[config.mk]
export PLATFORM = sky130hd
export DESIGN_NAME = irq_arbiter_ctrl
export DESIGN_NICKNAME = d
export VERILOG_FILES = /design/src/rtl/irq_pkg.sv /design/src/rtl/irq_cfg_regs.sv /design/src/rtl/irq_pin_sense.sv /design/src/rtl/irq_fixed_pick.sv /design/src/rtl/irq_arbiter_ctrl.sv
export SDC_FILE = /design/constraint.sdc
export NUM_CORES = 1
export LEC_CHECK = 0
export ABC_AREA = 1
export BUFFER_PORTS_ARGS = -buffer_cell sky130_fd_sc_hd__buf_2
export CORE_MARGIN = 2
export CORE_UTILIZATION = 43
export CTS_CLUSTER_DIAMETER = 200
export DETAILED_ROUTE_END_ITERATION = 7
export PLACE_DENSITY = 0.78
export SYNTH_ARGS = -nofsm -noshare
export SYNTH_HDL_FRONTEND = slang
export SYNTH_SLANG_ARGS = --single-unit
export TNS_END_PERCENT = 1
[constraint.sdc]
create_clock -name clk -period 1.5 [get_ports clk]
set_input_delay 0 -clock clk [delete_from_list [all_inputs] [get_ports clk]]
set_output_delay 0 -clock clk [all_outputs]
set_load 0.03 [all_outputs]
[src/rtl/irq_pkg.sv]
package irq_pkg;
  localparam int NSRC       = 5;
  localparam int IDX_W      = 3;
  localparam int GLOBAL_BIT = 7;

  // Source index equals priority rank (0 = highest).
  typedef enum logic [IDX_W-1:0] {
    SRC_EX0 = 3'd0,
    SRC_TM0 = 3'd1,
    SRC_EX1 = 3'd2,
    SRC_TM1 = 3'd3,
    SRC_SER = 3'd4
  } src_e;

  // Vector address of a source: base plus a fixed stride per rank.
  function automatic int vec_of(input logic [IDX_W-1:0] idx, input int base, input int step);
    return base + int'(idx) * step;
  endfunction

  // Mask of the enable register bits that are implemented.
  function automatic logic [7:0] en_write_mask();
    return 8'b1001_1111;
  endfunction
endpackage

[src/rtl/irq_cfg_regs.sv]
module irq_cfg_regs (
  input  logic       clk,
  input  logic       rst_n,
  input  logic       wr,
  input  logic       sel,
  input  logic [7:0] wdata,
  output logic [7:0] en_q,
  output logic [1:0] sense_q
);
  always_ff @(posedge clk or negedge rst_n) begin
    if (!rst_n) begin
      en_q    <= '0;
      sense_q <= '0;
    end else if (wr) begin
      if (sel) sense_q <= wdata[1:0];
      else     en_q    <= wdata & irq_pkg::en_write_mask();
    end
  end
endmodule

[src/rtl/irq_pin_sense.sv]
module irq_pin_sense #(
  parameter int SYNC_STAGES = 2
) (
  input  logic clk,
  input  logic rst_n,
  input  logic pin_n,
  input  logic edge_mode,
  input  logic clr,
  output logic req
);
  logic [SYNC_STAGES-1:0] sync_q;
  logic                   prev_q;
  logic                   flag_q;
  logic                   cur;
  logic                   fell;

  assign cur  = sync_q[SYNC_STAGES-1];
  assign fell = prev_q & ~cur;

  always_ff @(posedge clk or negedge rst_n) begin
    if (!rst_n) begin
      sync_q <= '1;
      prev_q <= 1'b1;
      flag_q <= 1'b0;
    end else begin
      sync_q <= {sync_q[SYNC_STAGES-2:0], pin_n};
      prev_q <= cur;
      // A new edge wins over a clear in the same cycle.
      flag_q <= edge_mode & (fell | (flag_q & ~clr));
    end
  end

  assign req = edge_mode ? flag_q : ~cur;
endmodule

[src/rtl/irq_fixed_pick.sv]
module irq_fixed_pick #(
  parameter int N     = 5,
  parameter int IDX_W = 3
) (
  input  logic [N-1:0]     gated,
  output logic             any,
  output logic [IDX_W-1:0] idx
);
  always_comb begin
    idx = '0;
    for (int i = N - 1; i >= 0; i--) begin
      if (gated[i]) idx = IDX_W'(i);
    end
  end
  assign any = |gated;
endmodule

[src/rtl/irq_arbiter_ctrl.sv]
module irq_arbiter_ctrl #(
  parameter int ADDR_W      = 16,
  parameter int VEC_BASE    = 3,
  parameter int VEC_STEP    = 8,
  parameter int SYNC_STAGES = 2
) (
  input  logic              clk,
  input  logic              rst_n,
  input  logic              cfg_wr,
  input  logic              cfg_sel,
  input  logic [7:0]        cfg_wdata,
  output logic [7:0]        en_mask_o,
  output logic [1:0]        sense_o,
  input  logic [1:0]        ext_pin_n,
  input  logic [1:0]        tmr_ovf,
  input  logic              ser_flag,
  output logic [4:0]        pend_o,
  output logic              irq_req,
  output logic [ADDR_W-1:0] irq_vec,
  input  logic              irq_ack,
  input  logic              reti,
  output logic              in_service,
  output logic [1:0]        tmr_clr
);
  import irq_pkg::*;

  logic [7:0]       en_q;
  logic [1:0]       sense_q;
  logic [1:0]       ext_req;
  logic [1:0]       ext_clr;
  logic [NSRC-1:0]  raw;
  logic [NSRC-1:0]  gated;
  logic             any_req;
  logic [IDX_W-1:0] win;
  logic             take;
  logic             svc_q;

  irq_cfg_regs u_regs (
    .clk(clk), .rst_n(rst_n), .wr(cfg_wr), .sel(cfg_sel),
    .wdata(cfg_wdata), .en_q(en_q), .sense_q(sense_q)
  );

  for (genvar k = 0; k < 2; k++) begin : g_pin
    irq_pin_sense #(.SYNC_STAGES(SYNC_STAGES)) u_sense (
      .clk(clk), .rst_n(rst_n), .pin_n(ext_pin_n[k]),
      .edge_mode(sense_q[k]), .clr(ext_clr[k]), .req(ext_req[k])
    );
  end

  assign raw   = {ser_flag, tmr_ovf[1], ext_req[1], tmr_ovf[0], ext_req[0]};
  assign gated = raw & en_q[NSRC-1:0] & {NSRC{en_q[GLOBAL_BIT]}};

  irq_fixed_pick #(.N(NSRC), .IDX_W(IDX_W)) u_pick (
    .gated(gated), .any(any_req), .idx(win)
  );

  assign irq_req = any_req & ~svc_q;
  assign take    = irq_req & irq_ack;

  assign ext_clr[0] = take & (win == SRC_EX0);
  assign ext_clr[1] = take & (win == SRC_EX1);
  assign tmr_clr[0] = take & (win == SRC_TM0);
  assign tmr_clr[1] = take & (win == SRC_TM1);

  always_ff @(posedge clk or negedge rst_n) begin
    if (!rst_n)    svc_q <= 1'b0;
    else if (take) svc_q <= 1'b1;
    else if (reti) svc_q <= 1'b0;
  end

  assign irq_vec    = ADDR_W'(vec_of(win, VEC_BASE, VEC_STEP));
  assign in_service = svc_q;
  assign en_mask_o  = en_q;
  assign sense_o    = sense_q;
  assign pend_o     = raw;
endmodule

# [Word level (Yosys, flattened, before mapping)]
# Index checks and enable logic that the tools add are counted.
[classes] bitwise=22 eq_ne=3 mux=9 add_sub_neg=1 reduce_logical=5
[op_table] operator="two-way mux 3 bit" count=5
[op_table] operator="AND 1 bit" count=12
[op_table] operator="AND 5 bit" count=2
[op_table] operator="adder 2 x 6 -> 7 bit, first input constant" count=1
[op_table] operator="equality test 3 x 2 -> 1 bit, second input constant" count=2
[op_table] operator="NOT 1 bit" count=6
[op_table] operator="OR reduction 5 bit" count=1
[op_table] operator="two-way mux 1 bit" count=4
[op_table] operator="AND reduction 2 bit" count=2
[op_table] operator="equality test 3 x 1 -> 1 bit, second input constant" count=1
[op_table] operator="zero test 3 bit" count=1
[op_table] operator="OR 1 bit" count=2
[op_table] operator="nonzero test 2 bit" count=1
[word_totals] wordCells=49 ff_bits=17 output_inout_bits=35

# [Depth between registers and ports, before layout]
# Gate-level depths: netlist of the first run.
[logic_depth] word_depth=15 ltp_mapped=10 mapped_depth_nobuf=10

# [Modules after synthesis]
# A second synthesis of the first run with hierarchy kept.
[hier_totals] hier_cells=121 hier_area_um2=942.2
[modules_own_cells] module="irq_cfg_regs" cells_per_inst=39 seq_area_each_um2=200.2 instances=1 area_each_um2=351.6
[modules_own_cells] module="irq_arbiter_ctrl" cells_per_inst=49 seq_area_each_um2=25.0 instances=1 area_each_um2=275.3
[modules_own_cells] module="irq_pin_sense" cells_per_inst=11 seq_area_each_um2=103.8 instances=2 area_each_um2=133.9
[modules_own_cells] module="irq_fixed_pick" cells_per_inst=11 seq_area_each_um2=0.0 instances=1 area_each_um2=47.5

# [Worst setup path before layout of the first run]
# Ideal clock, no wire load.
[synth_timing] kind="reg-to-output" from="register u_regs.en_q[7]" to="output port tmr_clr[0]" path_stages_with_launch=6 required_time_ps=1500 t_arrival_ps=1787 slack_ps=-287 n_path_buf=0 cell_sequence="dfrtp_1 -> nand3_1 -> o21bai_1 -> nand2_1 -> nand2_2 -> nor3_1"
[synth_via] elab_chain_len=8
[synth_rtl] element="start, declared" line="irq_cfg_regs.sv:7" source="output logic [7:0] en_q,"
[synth_rtl] element="start signal, assigned" line="irq_cfg_regs.sv:16" source="else en_q <= wdata & irq_pkg::en_write_mask();"
[synth_rtl] element="AND 5 bit (*)" line="irq_arbiter_ctrl.sv:51" source="assign gated = raw & en_q[NSRC-1:0] & {NSRC{en_q[GLOBAL_BIT]}};"
[synth_rtl] element="two-way mux 3 bit (5 in series)" line="irq_fixed_pick.sv:12" source="if (gated[i]) idx = IDX_W'(i);"
[synth_rtl] element="equality test 3 x 1 -> 1 bit" line="irq_arbiter_ctrl.sv:62" source="assign tmr_clr[0] = take & (win == SRC_TM0);"
[synth_rtl] element="AND 1 bit (*)" line="irq_arbiter_ctrl.sv:62"
[synth_rtl] element="end, declared" line="irq_arbiter_ctrl.sv:23" source="output logic [1:0] tmr_clr"
# Mark *: on every way between the ends. The rest lies on a longest branch, timed or not.

# [Worst setup path in the final report of the first run]
[layout_timing] from="register u_regs.sense_q[0]" to="output port tmr_clr[0]"
[layout_via] elab_chain_len=7
[layout_rtl] element="start, declared" line="irq_cfg_regs.sv:8" source="output logic [1:0] sense_q"
[layout_rtl] element="start signal, assigned" line="irq_cfg_regs.sv:15" source="if (sel) sense_q <= wdata[1:0];"
[layout_rtl] element="two-way mux 1 bit (*)" line="irq_pin_sense.sv:33" source="assign req = edge_mode ? flag_q : ~cur;"
[layout_rtl] element="AND 5 bit (*) (2 in series)" line="irq_arbiter_ctrl.sv:51"
[layout_rtl] element="OR reduction 5 bit" line="irq_fixed_pick.sv:15" source="assign any = |gated;"
[layout_rtl] element="AND 1 bit" line="irq_arbiter_ctrl.sv:57" source="assign irq_req = any_req & ~svc_q;"
[layout_rtl] element="AND 1 bit" line="irq_arbiter_ctrl.sv:58" source="assign take = irq_req & irq_ack;"
[layout_rtl] element="AND 1 bit (*)" line="irq_arbiter_ctrl.sv:62"
# Marks and branches as above.

==> run_results.csv, run 1 <==
group,metric,value,unit
logic_synthesis,synth-main-ff-cell,"dfrtp_1",
logic_synthesis,synth_top_area_share,28.2,%
timing,finalHoldViolations,0,
run_status,outcome,"finished with violations",
timing,fin_crit_sh,105,%
placement,placed_area,1090,µm²
drt,drt_drc_violations_left,0,
die,ios,54,
global_route,grt_pass1_vias,699,
logic_synthesis,synth-async-reset-ratio,100,%
flow_run,drv_cap,0,
clock_network,cts_sinks,17,
logic_synthesis,ys_seq_elements,17,
global_route,antenna_found_initial,0,
setup_path,crit_fanout,3,
layout,drive_gt1_share,49.3,%
logic_synthesis,synthTopCellsByArea,"dfrtp_1, buf_4, dfstp_2",
timing,clock_skew,1.22,ps
clock_network,root_buffer,"clkbuf_4",
setup_path,worst-path-buf-inv,3,
hold_path,min_path_cells,3,
drt,routedWlPerCell,9.92,µm
layout,area_growth,29.8,%
logic_synthesis,syn-cell-area,975,µm²
global_route,grt-ovfl-total,0,
logic_synthesis,synth_area_leader_cell,"dfrtp_1",
layout,n_antenna_cell,0,
power,power_density,1060,nW/µm²
clock_network,h-tree-depth,1,
clock_network,clk_pin_slew,90,ps
timing,setup_viol,3,
drt,num_vias,765,
hold_path,min_path_type,"primary input to register",
clock_network,clock_latency,280,ps
clock_network,cts_buffers,3,
setup_path,path_depth,8,
timing,fin_ws,-74.1,ps
die,die_h,51.6,µm
logic_synthesis,yosysUniqueCellTypes,21,
placement,portBuffers,36,
drt,first_iter_violations,11,
setup_path,crit_type,"register to output port",
die,dieArea,2660,µm²
power,ir_worst_vdd,0.715,mV
die,core,2170,µm²
clock_network,clk_path_buf_depth,2,
setup_path,start_kind,"register",
setup_path,worstPathRequired,1500,ps
logic_synthesis,synth_edf_count,0,
setup_path,endpoint_kind,"output port",
placement,gp_congestion,0.726,
drt,drt_wl_total,1750,µm
setup_path,arrival,1570,ps
drt,drt_pass1_iterations,4,
die,initial_utilization,44.9,%
logic_synthesis,synth-seq-area-share,44.4,%
clock_network,cts_tree,"yes",
layout,nets,168,
logic_synthesis,yosys_warnings,0,
timing,rsz0062_at_grt,"yes",
global_route,grt_use_total,14.1,%
drt,ant_nets,0,
setup_path,path_delay_family,"flip-flops",
die,die_w,51.6,µm
placement,pre_cts_ws,150,ps
setup_path,crit_chain,"o21ai_2, nand2_4, nand2_4, inv_2, nand2_2, inv_2, nor3_4, buf_6",
setup_path,slowest_stage,"dfrtp_1",
drt,avgViaCountPerCell,4.35,
layout,final_area,1260,µm²
timing,slew_violations,0,
setup_path,critPathMaxStageDelay,420,ps
global_route,grt_pass1_wl,2810,µm
setup_path,reg2reg_depth,8,
logic_synthesis,syn_inst,105,
timing,min_period,1570,ps
power,leakage,0.685,nW
timing,fmax,0.635,GHz
die,rows,17,
logic_synthesis,avgSynthCellArea,9.28,µm²
global_route,grt_max_degree,18,
placement,dpl.hpwl,1350,µm
run_status,violations,"setup timing",
[path summary, 6_finish.rpt]
path / startpoint / end / slack, ps
hold reg to reg: g_pin[1].u_sense.sync_q[0] / g_pin[1].u_sense.sync_q[1] / 360
hold / removal: irq_ack / in_service / 50
max in group asynchronous: rst_n / g_pin[1].u_sense.prev_q / 1050
min in group asynchronous: rst_n / u_regs.en_q[4] / 140
setup / recovery: u_regs.sense_q[0] / tmr_clr[0] / -70
setup reg to reg: u_regs.sense_q[1] / g_pin[0].u_sense.flag_q / 150
[sequential cells by signal, indices dropped and copies added (netlist names)]
register,flops
u_regs.en_q,6
g_pin.u_sense.sync_q,4
g_pin.u_sense.flag_q,2
g_pin.u_sense.prev_q,2
u_regs.sense_q,2
in_service,1
[per-layer routing]
| layer | vias up | track usage, % | share of wire [%] |
|---|---|---|---|
| li1 | 378 | - | - |
| met1 | 338 | 16.4 | 43 |
| met2 | 47 | 24.1 | 47 |
| met3 | 2 | 2.59 | 9.2 |
| met4 | 0 | 7.89 | 0.52 |
| met5 | - | 0 | 0 |
[final cells by class]
cell class	instances	area, µm²
tap	28	35.0
inverter	13	48.8
fill	184	905
timing repair buffer	48	309
multi-input combinational	66	410
sequential	17	435
clock buffer	4	26.3
[report_power, final]
part	switching (mW)	internal (mW)	total, mW
combinational	0.367	0.170	0.536
clock	0.139	0.103	0.243
sequential	0.0427	0.516	0.559
total	0.549	0.789	1.34
[worst min-delay path: cells and delay by family]
family	cells	cell delay, ps
simple gates	1	110
compound gates	1	90
buf+inv	1	100
[cells by family (layout without fill, tap and decap cells)]
kind of cell    Yosys count  count (layout)  share of synthesized area, %
compound gates           11              11                          6.80
buf+inv                  35              65                          22.0
flops                    17              17                          44.4
mux                       4               4                          4.62
other cells               2              15                         0.771
simple gates             36              36                          21.4
[Yosys cell counts (2+ instances only)]
cell and n:
conb_1 2, dfstp_2 6, mux2_2 4, dfrtp_1 11, nand2_4 4, inv_2 3, o21bai_1 3, nand2_1 17
nand3_1 3, buf_4 22, inv_1 10, nand2_2 4, nor3_1 3, o21ai_0 6
[cells in the final DEF (no fill, tap or decap)]
master,Yosys,final
o21bai_1,3,3
buf_2,0,32
nor3_2,0,2
nand2_2,4,5
dlygate4sd3_1,0,10
dfrtp_1,11,9
o21ai_2,1,1
o21ai_0,6,6
buf_4,22,5
nand3_4,1,1
clkbuf_4,0,3
nor3_4,0,1
nand3b_1,1,1
mux2_2,4,4
nor2_4,0,1
nand3_1,3,2
nand2_1,17,16
nor2_1,1,1
a21oi_1,1,1
nand3_2,1,2
inv_1,10,10
conb_1,2,15
dfstp_2,6,6
nand2_4,4,4
buf_6,0,1
clkbuf_1,0,1
dfrtp_2,0,2
inv_2,3,3
[metrics by stage]
step	cells	utilization, %	hold WS, ps	power, mW	setup TNS (ps)
2_1_floorplan	118	-	-296	0.978	-101
3_3_place_gp	160	50.2	-70.8	1.04	0
3_5_place_dp	160	50.2	-64.2	1.05	0
4_1_cts	174	56.5	33.0	1.32	-224
5_1_grt	176	58.3	62.5	1.41	-518
6_report	176	58.3	48.9	1.34	-153
[what timing repair did]
action | in CTS | in global routing
hold buffers | 10 | 0
endpoints found under the setup margin | 3 | 6
hold endpoints to repair | 28 | 0
resized for setup | 4 | 9
pin swaps | 0 | 1
setup buffers | 0 | 2
(Power assumes the default switching activity.)
==> run 2, diff against run 1 <==
- clock period: 1.5 -> 1.8 ns (I/O delays scaled with it)
==> run_results.csv, run 2 (same netlist as run 1, synthesis figures left out) <==
group,metric,value,unit
run_status,outcome,"complete, no violations",
clock_network,post_cts_buffers,0,
power,leakage,0.669,nW
global_route,grt_pass1_vias,692,
hold_path,min_path_cells,3,
power,power_density,901,nW/µm²
drt,drt_pass1_iterations,4,
clock_network,clk_pin_slew,90,ps
clock_network,root_buffer,"clkbuf_4",
clock_network,cts_buffers,3,
layout,area_growth,23.2,%
clock_network,cts_tree,"yes",
drt,routedWlPerCell,10.5,µm
die,initial_utilization,44.9,%
timing,fmax,0.609,GHz
die,core,2170,µm²
global_route,grt_max_degree,18,
setup_path,start_kind,"register",
timing,fin_hold_ws,33.1,ps
clock_network,clock_latency,280,ps
power,power,1.08,mW
drt,drt_wl_total,1830,µm
drt,first_iter_violations,12,
drt,num_vias,737,
drt,avgViaCountPerCell,4.24,
die,rows,17,
global_route,grt-ovfl-total,0,
timing,slew_violations,0,
setup_path,arrival,1640,ps
clock_network,clk_path_buf_depth,2,
timing,rsz0062_at_grt,"no",
setup_path,path_depth,8,
setup_path,path_common_cell,"nand2_4",
timing,finalHoldViolations,0,
global_route,antenna_found_initial,0,
layout,n_fill_cell,192,
placement,dpl.hpwl,1390,µm
layout,largest_registers,"u_regs.en_q (6), g_pin.u_sense.sync_q (4)",
drt,drt_drc_violations_left,0,
die,dieArea,2660,µm²
setup_path,crit_chain,"o21ai_2, nand2_4, nand2_4, nor2_2, nand2_4, nand3_4, nor3_1, buf_2",
timing,setup_viol,0,
layout,final_common_cell,"buf_2",
clock_network,h-tree-depth,1,
layout,largest_reg_flops,6,
layout,mostFrequentLayoutCells,"buf_2, nand2_1, conb_1",
die,ios,54,
layout,n_antenna_cell,0,
drt,ant_nets,0,
power,ir_worst_vdd,0.553,mV
setup_path,worstPathRequired,1800,ps
clock_network,cts_sinks,17,
placement,pre_cts_ws,435,ps
setup_path,slowest_stage,"dfrtp_1",
setup_path,worst-path-buf-inv,1,
placement,gp_congestion,0.711,
setup_path,reg2reg_depth,8,
timing,finalSetupTns,0,ps
flow_run,drv_cap,0,
timing,fin_ws,159,ps
global_route,grt_use_total,15.7,%
layout,nets,166,
layout,drive_gt1_share,44.5,%
setup_path,crit_fanout,5,
global_route,grt_pass1_wl,3020,µm
timing,fin_crit_sh,91.2,%
setup_path,crit_type,"register to output port",
setup_path,path_delay_family,"simple AND/OR/NAND/NOR gates",
layout,regMostFlops,"u_regs.en_q",
placement,portBuffers,36,
die,die_h,51.6,µm
setup_path,critPathMaxStageDelay,440,ps
setup_path,endpoint_kind,"output port",
timing,clock_skew,1.85,ps
timing,min_period,1640,ps
die,die_w,51.6,µm
hold_path,min_path_type,"primary input to register",
==> run 2: cell type report <==
class	count	area (µm²)	share of cell area, %
clock buffers	4	26.3	2.19
inverters	13	48.8	4.06
multi-input cells	66	377	31.4
flip-flops and latches	17	434	36.1
well taps	28	35.0	2.92
repair buffers	46	280	23.3
==> run 2: final timing paths <==
kind                                       startpoint                          to  slack [ps]
setup / recovery                    u_regs.sense_q[0]                  tmr_clr[0]         160
hold / removal                                irq_ack                  in_service          30
setup reg to reg                    u_regs.sense_q[1]     g_pin[1].u_sense.flag_q         480
hold reg to reg            g_pin[1].u_sense.sync_q[0]  g_pin[1].u_sense.sync_q[1]         360
max in group asynchronous                       rst_n     g_pin[1].u_sense.prev_q        1280
min in group asynchronous                       rst_n              u_regs.en_q[0]         200
==> run 2: per-layer routing <==
metal	up-vias	share of wire [%]	track usage, %
li1	371	-	-
met4	0	0.65	9.21
met1	315	43	20.0
met3	2	8.9	2.01
met5	-	0	0
met2	49	47	25.6
==> run 2: worst register-to-register path: cells and delay by family (launching register included) <==
| family | cells | cell delay (ps) |
|---|---|---|
| and+or+nand+nor | 6 | 510 |
| AOI/OAI and AO/OA | 2 | 270 |
| DFF | 1 | 440 |
==> run 2: what timing repair did <==
action | 4_1_cts | 5_1_grt
endpoints found under the setup margin | 0 | 2
hold buffers | 10 | 0
gates resized for setup | 0 | 1
endpoints found under the hold margin | 27 | 0
==> run 2: report_power, final <==
part	switching [mW]	internal, mW	leakage (nW)	total, mW
clock	0.114	0.0861	0.0150	0.200
combinational	0.290	0.125	0.456	0.415
sequential	0.0377	0.430	0.198	0.467
==> run 2: through the flow <==
step	util (%)	instance area, µm²	cells
after floorplan	-	1020	118
after global routing	55.4	1200	174
after global placement	49.5	1070	160
after detailed placement	49.5	1070	160
after CTS	55.3	1200	174
final	55.4	1200	174
==> run 3, diff against run 2 <==
- CORE_UTILIZATION: 43 -> 39
- PLACE_DENSITY: 0.78 -> 0.75
- clock period: 1.8 -> 1.5 ns (I/O delays scaled with it)
==> run_results.csv, run 3 (same netlist as run 1, synthesis figures left out) <==
group,metric,value,unit
run_status,outcome,"finished with violations",
run_status,violations,"setup timing",
timing,fin_hold_ws,91.3,ps
setup_path,arrival,1590,ps
drt,routedWlPerCell,10.5,µm
layout,area_growth,37.0,%
layout,final-seq-area,435,µm²
global_route,grt_pass1_wl,3020,µm
die,rows,18,
timing,fmax,0.629,GHz
clock_network,clock_latency,280,ps
placement,portBuffers,36,
drt,first_iter_violations,9,
timing,finalSetupTns,-162,ps
timing,min_period,1590,ps
setup_path,crit_type,"register to output port",
timing,rsz0062_at_grt,"yes",
die,die_h,54.0,µm
timing,slew_violations,0,
setup_path,endpoint_kind,"output port",
global_route,grt_max_degree,18,
setup_path,crit_fanout,5,
clock_network,clk_path_buf_depth,2,
global_route,grt-ovfl-total,0,
die,core,2430,µm²
placement,dpl.hpwl,1400,µm
layout,regMostFlops,"u_regs.en_q",
layout,final_common_cell,"buf_2",
layout,multi_input_area,420,µm²
timing,setup_viol,2,
clock_network,cts_sinks,17,
die,ios,54,
placement,gp_congestion,0.691,
setup_path,r2r_start,"u_regs.sense_q[0]",
hold_path,min_path_type,"primary input to register",
layout,n_fill_cell,225,
layout,final_area,1340,µm²
drt,drt_drc_violations_left,0,
die,initial_utilization,40.1,%
clock_network,cts_tree,"yes",
flow_run,drv_cap,0,
clock_network,clk_pin_slew,100,ps
layout,largest_reg_flops,6,
drt,ant_nets,0,
placement,placedCellCount,162,
die,die_w,54.0,µm
timing,fin_ws,-88.6,ps
hold_path,min_from,"cfg_sel",
setup_path,start_kind,"register",
power,leakage,0.721,nW
global_route,grt_pass1_vias,720,
layout,fin_util,54.9,%
layout,mostFrequentLayoutCells,"buf_2, nand2_1, conb_1",
global_route,antenna_found_initial,0,
layout,drive_gt1_share,52.9,%
clock_network,root_buffer,"clkbuf_4",
placement,placed_area,1090,µm²
clock_network,h-tree-depth,1,
drt,num_vias,784,
drt,drt_pass1_iterations,2,
timing,clock_skew,3.63,ps
setup_path,worstPathRequired,1500,ps
timing,fin_crit_sh,106,%
layout,largest_registers,"u_regs.en_q (6), g_pin.u_sense.sync_q (4)",
die,dieArea,2910,µm²
power,ir_worst_vdd,0.725,mV
layout,n_antenna_cell,0,
clock_network,cts_buffers,3,
global_route,grt_use_total,14.4,%
drt,drt_wl_total,1950,µm
timing,finalHoldViolations,0,
drt,avgViaCountPerCell,4.24,
layout,instances_no_fill,185,
layout,nets,175,
power,power_density,1040,nW/µm²
setup_path,startpoint,"g_pin[1].u_sense.sync_q[1]",
-- run 3: cell types whose count changed in the layout (fill, tap and decap cells not counted), sizes merged --
| cell | delta |
|---|---|
| clkbuf | -1 |
| clkinv | +1 |
| buf | +9 |
-- run 3: stage by stage --
step,setup WS (ps),power [mW]
floorplan,-56.4,0.978
global placement,167,1.05
detailed placement,155,1.06
CTS,-88.2,1.34
global route,-210,1.47
finish,-88.6,1.39
-- run 3: final cells by class --
type | instances | share of cell area, %
Inverter | 13 | 3.66
Clock buffer | 3 | 1.69
Tap cell | 30 | 2.81
Sequential cell | 17 | 32.6
Multi-Input combinational cell | 66 | 31.5
Clock inverter | 1 | 0.375
Timing Repair Buffer | 55 | 27.4
-- run 3: worst paths after layout --
path / slack [ps] / cells after the start / to
min in group asynchronous: 160 / 2 / u_regs.en_q[1]
worst min-delay path: 90 / 3 / u_regs.sense_q[0]
worst max-delay path: -90 / 7 / tmr_clr[0]
max in group asynchronous: 1030 / 2 / g_pin[0].u_sense.sync_q[1]
worst max register to register: 90 / 9 / g_pin[0].u_sense.flag_q
worst min register to register: 360 / 0 / g_pin[0].u_sense.sync_q[1]
-- run 3: critical path, stage by stage, from the launching register on --
cell,delay [ps]
dfstp_2,560
nand2_2,70
nand2_2,60
o21bai_1,60
nand2_1,80
nand2_2,110
nor3_2,180
buf_4,180
-- run 3: what timing repair did --
item,in CTS,in global routing
pin swaps,2,7
endpoints found under the hold margin,27,0
resized for setup,6,9
buffers inserted,3,6
endpoints found under the setup margin,4,7
hold buffers,10,0
-- run 3: power breakdown --
group	switching [mW]	leakage, nW	internal, mW	total, mW
sequential	0.0487	0.197	0.516	0.565
clock	0.142	0.0177	0.0989	0.241
combinational	0.378	0.506	0.208	0.586
total	0.569	0.721	0.823	1.39
-- run 3: metal layers --
metal	track usage, %	part of all wire (%)	vias up
met2	25.4	48	44
met1	17.5	43	349
li1	-	-	389
met3	2.50	8.7	2
met5	0	0	-
met4	5.00	0.41	0
